--- src/rtl/awr_pkg.sv ---
package awr_pkg;

    localparam int unsigned AWR_WINDOWS_DEF = 8;
    localparam int unsigned AWR_ADDR_W_DEF  = 32;

    localparam int unsigned MAP_EN_BIT    = 7;
    localparam int unsigned MAP_BURST_BIT = 5;
    localparam int unsigned MAP_FETCH_BIT = 4;

    typedef enum logic [1:0] {
        BANK_BASE = 2'd0,
        BANK_MASK = 2'd1,
        BANK_MAP  = 2'd2,
        BANK_NONE = 2'd3
    } cfg_bank_e;

    typedef struct packed {
        logic       en;
        logic       burst;
        logic       fetch;
        logic [1:0] dest;
    } win_attr_t;

    function automatic win_attr_t unpack_attr(input logic [7:0] lo);
        win_attr_t a;
        a.en    = lo[MAP_EN_BIT];
        a.burst = lo[MAP_BURST_BIT];
        a.fetch = lo[MAP_FETCH_BIT];
        a.dest  = lo[1:0];
        return a;
    endfunction

endpackage

--- src/rtl/awr_regs.sv ---
module awr_regs
    import awr_pkg::*;
#(
    parameter int unsigned NUM_WIN = AWR_WINDOWS_DEF,
    parameter int unsigned ADDR_W  = AWR_ADDR_W_DEF,
    parameter int unsigned CFG_AW  = $clog2(NUM_WIN) + 5
) (
    input  logic                           clk,
    input  logic                           rst,
    input  logic                           cfg_we,
    input  logic [CFG_AW-1:0]              cfg_addr,
    input  logic [ADDR_W-1:0]              cfg_wdata,
    output logic [NUM_WIN-1:0][ADDR_W-1:0] base_o,
    output logic [NUM_WIN-1:0][ADDR_W-1:0] mask_o,
    output logic [NUM_WIN-1:0][ADDR_W-1:0] map_o
);
    localparam int unsigned WIN_BITS = $clog2(NUM_WIN);

    logic [NUM_WIN-1:0][ADDR_W-1:0] base_q, mask_q, map_q;
    cfg_bank_e                      bank;
    logic [WIN_BITS-1:0]            idx;
    logic                           upper;
    logic                           wr_map;

    assign bank   = cfg_bank_e'(cfg_addr[CFG_AW-1 -: 2]);
    assign idx    = cfg_addr[3 +: WIN_BITS];
    assign upper  = cfg_addr[2];
    assign wr_map = cfg_we && !upper && (bank == BANK_MAP);

    always_ff @(posedge clk) begin
        if (rst) begin
            base_q <= '0;
            mask_q <= '0;
            map_q  <= '0;
        end else if (cfg_we && !upper) begin
            case (bank)
                BANK_BASE: base_q[idx] <= cfg_wdata;
                BANK_MASK: mask_q[idx] <= cfg_wdata;
                BANK_MAP:  map_q[idx]  <= cfg_wdata;
                default:   ;
            endcase
        end
    end

    assign base_o = base_q;
    assign mask_o = mask_q;
    assign map_o  = map_q;

    // the cycle after reset, no window is enabled
    a_r1_reset_disabled: assert property (@(posedge clk)
        $past(rst) |-> (map_q == '0));

    // a mapping write is visible after the sampling edge
    a_r7_map_write: assert property (@(posedge clk) disable iff (rst)
        (!$past(rst) && $past(wr_map)) |-> (map_q[$past(idx)] == $past(cfg_wdata)));

    // writes to upper words leave every register unchanged
    a_r6_upper_ignored: assert property (@(posedge clk) disable iff (rst)
        (!$past(rst) && $past(cfg_we && upper)) |->
        ($stable(base_q) && $stable(mask_q) && $stable(map_q)));

endmodule

--- src/rtl/awr_match.sv ---
module awr_match
    import awr_pkg::*;
#(
    parameter int unsigned NUM_WIN = AWR_WINDOWS_DEF,
    parameter int unsigned ADDR_W  = AWR_ADDR_W_DEF
) (
    input  logic [ADDR_W-1:0]              req_addr,
    input  logic [NUM_WIN-1:0][ADDR_W-1:0] base_i,
    input  logic [NUM_WIN-1:0][ADDR_W-1:0] mask_i,
    input  logic [NUM_WIN-1:0][ADDR_W-1:0] map_i,
    output logic [NUM_WIN-1:0]             hit_o
);
    for (genvar w = 0; w < NUM_WIN; w++) begin : g_win
        win_attr_t attr;
        logic      tag_eq;
        assign attr       = unpack_attr(map_i[w][7:0]);
        assign tag_eq     = ((req_addr & mask_i[w]) == (base_i[w] & mask_i[w]));
        assign hit_o[w]   = attr.en && tag_eq;
    end
endmodule

--- src/rtl/awr_prio.sv ---
module awr_prio #(
    parameter int unsigned NUM_WIN  = 8,
    parameter int unsigned WIN_BITS = $clog2(NUM_WIN)
) (
    input  logic [NUM_WIN-1:0]  hit_i,
    output logic [WIN_BITS-1:0] sel_o,
    output logic                any_o
);
    always_comb begin
        sel_o = '0;
        any_o = 1'b0;
        for (int i = NUM_WIN - 1; i >= 0; i--) begin
            if (hit_i[i]) begin
                sel_o = WIN_BITS'(i);
                any_o = 1'b1;
            end
        end
    end
endmodule

--- src/rtl/addr_window_remap.sv ---
module addr_window_remap
    import awr_pkg::*;
#(
    parameter int unsigned NUM_WIN = AWR_WINDOWS_DEF,
    parameter int unsigned ADDR_W  = AWR_ADDR_W_DEF,
    parameter int unsigned CFG_AW  = $clog2(NUM_WIN) + 5
) (
    input  logic              clk,
    input  logic              rst,
    input  logic              cfg_we,
    input  logic [CFG_AW-1:0] cfg_addr,
    input  logic [ADDR_W-1:0] cfg_wdata,
    input  logic [ADDR_W-1:0] req_addr,
    input  logic              req_ifetch,
    output logic [ADDR_W-1:0] xl_addr,
    output logic [1:0]        xl_dest,
    output logic              xl_burst,
    output logic              xl_fetch_ok,
    output logic              xl_miss,
    output logic              xl_fetch_denied
);
    localparam int unsigned WIN_BITS = $clog2(NUM_WIN);

    logic [NUM_WIN-1:0][ADDR_W-1:0] base_w, mask_w, map_w;
    logic [NUM_WIN-1:0]             hit;
    logic [WIN_BITS-1:0]            sel;
    logic                           any_hit;
    win_attr_t                      attr;
    logic [ADDR_W-1:0]              sel_mask, sel_map;

    awr_regs #(.NUM_WIN(NUM_WIN), .ADDR_W(ADDR_W), .CFG_AW(CFG_AW)) u_regs (
        .clk(clk), .rst(rst), .cfg_we(cfg_we), .cfg_addr(cfg_addr),
        .cfg_wdata(cfg_wdata), .base_o(base_w), .mask_o(mask_w), .map_o(map_w)
    );

    awr_match #(.NUM_WIN(NUM_WIN), .ADDR_W(ADDR_W)) u_match (
        .req_addr(req_addr), .base_i(base_w), .mask_i(mask_w),
        .map_i(map_w), .hit_o(hit)
    );

    awr_prio #(.NUM_WIN(NUM_WIN), .WIN_BITS(WIN_BITS)) u_prio (
        .hit_i(hit), .sel_o(sel), .any_o(any_hit)
    );

    assign sel_mask = mask_w[sel];
    assign sel_map  = map_w[sel];
    assign attr     = unpack_attr(sel_map[7:0]);

    always_comb begin
        if (any_hit) begin
            xl_addr     = (req_addr & ~sel_mask) | (sel_map & sel_mask);
            xl_dest     = attr.dest;
            xl_burst    = attr.burst;
            xl_fetch_ok = attr.fetch;
        end else begin
            xl_addr     = req_addr;
            xl_dest     = 2'd0;
            xl_burst    = 1'b0;
            xl_fetch_ok = 1'b0;
        end
    end

    assign xl_miss         = !any_hit;
    assign xl_fetch_denied = any_hit && req_ifetch && !attr.fetch;

    // a miss drives neutral attributes and passes the address
    a_r8_miss_neutral: assert property (@(posedge clk) disable iff (rst)
        xl_miss |-> (xl_dest == 2'd0 && !xl_burst && !xl_fetch_ok &&
                     !xl_fetch_denied && xl_addr == req_addr));

    // the winner is a hitting window and no lower window hits
    a_r4_lowest_wins: assert property (@(posedge clk) disable iff (rst)
        !xl_miss |-> (hit[sel] && ((hit & ((NUM_WIN'(1) << sel) - NUM_WIN'(1))) == '0)));

    // fetch-denied only for fetch requests that hit
    a_r9_denied_cause: assert property (@(posedge clk) disable iff (rst)
        xl_fetch_denied |-> (req_ifetch && !xl_miss && !xl_fetch_ok));

    // unmasked bits of the request survive translation
    a_r3_unmasked_kept: assert property (@(posedge clk) disable iff (rst)
        !xl_miss |-> ((xl_addr & ~sel_mask) == (req_addr & ~sel_mask)));

endmodule

--- config.mk ---
export PLATFORM = sky130hd
export DESIGN_NAME = addr_window_remap
export DESIGN_NICKNAME = d
export VERILOG_FILES = /design/src/rtl/awr_pkg.sv /design/src/rtl/awr_regs.sv /design/src/rtl/awr_match.sv /design/src/rtl/awr_prio.sv /design/src/rtl/addr_window_remap.sv
export SDC_FILE = /design/constraint.sdc
export NUM_CORES = 2
export LEC_CHECK = 0
export BUFFER_PORTS_ARGS = -buffer_cell sky130_fd_sc_hd__buf_2
export CAP_MARGIN = 20
export CELL_PAD_IN_SITES_DETAIL_PLACEMENT = 0
export CELL_PAD_IN_SITES_GLOBAL_PLACEMENT = 1
export CORE_AREA = 2 2 278 307
export DETAILED_ROUTE_END_ITERATION = 8
export DIE_AREA = 0 0 280 309
export MAX_ROUTING_LAYER = met4
export PLACE_DENSITY_LB_ADDON = 0.08
export SYNTH_ARGS = -nofsm -noshare
export SYNTH_HDL_FRONTEND = slang
export SYNTH_HIERARCHICAL = 1
export SYNTH_SLANG_ARGS = --single-unit
--- constraint.sdc ---
create_clock -name clk -period 3.7 [get_ports clk]
set_input_delay 0.37 -clock clk [delete_from_list [all_inputs] [get_ports clk]]
set_output_delay 0.37 -clock clk [all_outputs]
set_load 0.01 [all_outputs]
==> run summary <==
status = finished, violations left
failing checks = negative setup slack
die area = 0.0865 mm^2
Hold Path Class = in2reg
met2 Use GR = 0.542
Initial Util = 0.457
min cycle time layout = 4.77 ns
DIE WIDTH = 280 um
number of port buffers = 111
Yosys top cell by area = dfxtp_1
Mean Syn Cell Area = 10.7 um^2
area of placed instances = 0.0423 mm^2
crit-path cells = xor2_1 > a22o_1 > a221oi_2 > nand3_2 > nor4_2 > buf_4 > nor2b_1 > o21bai_1 > o41ai_4 > buf_6 > buf_16 > buf_4 > mux4_2 > a41oi_1 > nand3b_1 > buf_2
CTS max path bufs = 3
vias in the first global route = 29900
largest net degree at the start of global routing = 168
antenna-violating nets left = 0
Final GP Congestion = 0.975
First DRT Iteration DRCs = 2615
drt first pass iters = 5
CTS tree = built
R2R setup slack = 2.73 ns
hold violation count in the final report = 0
worst hold endpoint = u_regs/base_o[109]
GR Layer Usage met1 = 0.460
Slew headroom = 0.232
clock sinks = 768
R2R depth = 3
Core Area = 0.0832 mm^2
cts bufs inserted = 85
FILL cells = 7148
post-DR vias/cell = 5.78
ys flop type = dfxtp_1
Max FO, Critical Path = 16
min-delay src = cfg_wdata[13]
RR Endpoint = u_regs/mask_o[172]
Worst Max-Slew Pin Slew = 1.15 ns
Clock transition at path regs = 0.06 ns
antenna violations before repair = 1
startpoint type of the worst setup path = flip-flop
fin area = 0.0467 mm^2
Post-synth top cells = 801 x nand2b_1, 777 x mux2i_1, 768 x dfxtp_1, 256 x xor2_1, 135 x buf_2
Remaining Overflow, GRT = 0
Cell Pwr Density = 399 mW/mm^2
arrival time worst endpoint = 4.40 ns
Max IR drop VDD = 370 uV
Final Setup Violations = 37
boundary pin count = 114
Critical Path Sink Type = output pin
asr flop ratio synth = 0
Critical Path Most Common Cell = buf_4
HPWL after DPL = 101000 um
Final TNS setup = -35.00 ns
WHS Path Cells = 3
flop and latch count out of synthesis = 768
Final Slew Violations = 0
sequential fraction of the synthesis area = 0.405
synthesized instance count = 3541
slowest stage delay, CP = 0.44 ns
total wire length = 148000 um
clock root buffer = clkbuf_16
Post-CTS Hold Fix Bufs = 0
top cell type's share of synthesized area = 0.405
vias = 29400
Skew-Pair Late Insertion Delay = 0.64 ns
gr usage total = 0.347
Placement Setup Slack = -1.24 ns
share of cells above drive strength 1 = 0.261
row count = 111
synth unique cells = 51
Max Clock Freq = 210 MHz
met3 Use GR = 0.0450
crit path kind = reg2out
Die Ht = 309 um
Max Cap Viol = 0
drt drc = 0
WL/cell = 29.0 um
clock skew = 0 ns
H-tree Lvls = 3
Post-Layout Cell Count = 5087
global-route wire length before repair = 212000 um
P_leak = 22.6 nW
syn_nets = 3617
final period utilization = 1.29
Area Overhead vs Synth = 22.8%
WP data required = 3.33 ns
unrepaired setup endpoints after global routing = true
final worst-path setup slack = -1.07 ns
CP max stage cell = mux4_2
Post-Syn Area = 0.0380 mm^2
final net count = 4027
Placed Cells = 4890
worst reg2reg startpoint = u_regs/mask_o[172]
Area contributors post-synth = dfxtp_1 40%, mux2i_1 20%, nand2b_1 13%, xor2_1 5.9%, mux4_2 5.7%
yosys warns = 6
busiest grt layer = met2
Post-synth EDFFs = 0
most instantiated library cell after synthesis = nand2b_1
## layer usage
metal | wire length [um] | share of wire | vias to the layer above
met5 | 0 | 0 | -
met4 | 6010 | 0.041 | 0
met3 | 8840 | 0.060 | 263
met2 | 67600 | 0.46 | 1014
met1 | 65300 | 0.44 | 15000
li1 | - | - | 13100
## worst max-delay path: cells and delay by family, from the launching register on
kind                      cells  cell delay (ns)
buffers and inverters         5             0.85
and+or+nand+nor               4             0.73
xor gates and xnor gates      1             0.14
AOI/OAI and AO/OA             5             1.23
muxes                         1             0.44
DFF                           1             0.32
## sequential cells by signal (all words and copies together), names as in the netlist
register and cells:
u_regs/base_o 256, u_regs/map_o 256, u_regs/mask_o 256
## worst max path at each step
stage | startpoint | end | slack, ns | depth (start not counted)
6_report | u_regs/base_o[67] | xl_addr[6] | -1.07 | 16
5_1_grt | u_regs/base_o[91] | xl_addr[2] | -1.18 | 18
4_1_cts | u_regs/base_o[254] | xl_addr[25] | -1.18 | 15
3_5_place_dp | req_addr[21] | xl_addr[2] | -1.24 | 17
3_3_place_gp | req_addr[0] | xl_addr[2] | -1.19 | 16
2_1_floorplan | req_addr[0] | xl_addr[17] | 0.08 | 14
## report_power, final
| part | total (mW) | switching (mW) | leakage, nW | internal (mW) |
|---|---|---|---|---|
| clock network | 8.98 | 3.61 | 1.44 | 5.37 |
| registers | 8.33 | 0.0272 | 6.19 | 8.30 |
| logic | 1.32 | 0.775 | 15.0 | 0.550 |
## stage by stage
step	power, mW	hold WS (ns)	utilization
after floorplan	9.21	0.446	-
after global placement	9.74	0.455	0.508
after detailed placement	9.75	0.462	0.509
after CTS	18.7	0.237	0.555
after global routing	19.1	0.226	0.561
final	18.6	0.251	0.561
## layout by cell type (no fill, tap or decap), types with 14 or more instances in the layout
cell         n
a221oi_2    18
o21ai_0     40
buf_6       39
nor3_1      24
a211oi_1    22
mux4_2      96
a22oi_1     52
nand2_1     33
buf_2       98
a41oi_2     14
o21ai_1     15
a221oi_1    14
a22o_1      29
mux2i_1    775
nand2_2     37
nand4_1     19
nand2b_1   800
clkbuf_8    22
buf_4      446
a41oi_1     14
nand3b_1    28
nor2b_1     27
nor3b_2     29
xor2_1     255
clkbuf_16   92
mux2_2      28
buf_12      38
clkbuf_1    17
dfxtp_1    766
## what timing repair did
action / 4_1_cts / 5_1_grt
buffers inserted: 36 / 9
pin swaps: 25 / 23
gates cloned: 5 / 3
gates resized for setup: 133 / 81
endpoints found under the setup margin: 38 / 38
## final cells by class
type | instances | area (um^2) | area share
Tap cell | 1073 | 1340 | 0.0288
Antenna cell | 1 | 2.50 | 0.0000536
Sequential cell | 768 | 15400 | 0.330
Timing Repair Buffer | 639 | 5440 | 0.117
Multi-Input combinational cell | 2454 | 21600 | 0.462
Clock buffer | 128 | 2590 | 0.0556
Inverter | 3 | 16.3 | 0.000349
Clock inverter | 21 | 308 | 0.00660
## cells by family after synthesis
kind of cell	count (synthesis)	share of synthesized area
multiplexers	904	0.271
flip-flops	768	0.405
buffers and inverters	319	0.0449
AO/OA/AOI/OAI	249	0.0502
XOR/XNOR	256	0.0590
AND/OR/NAND/NOR	1045	0.171
Note: power is estimated with default switching activity, not from simulation.
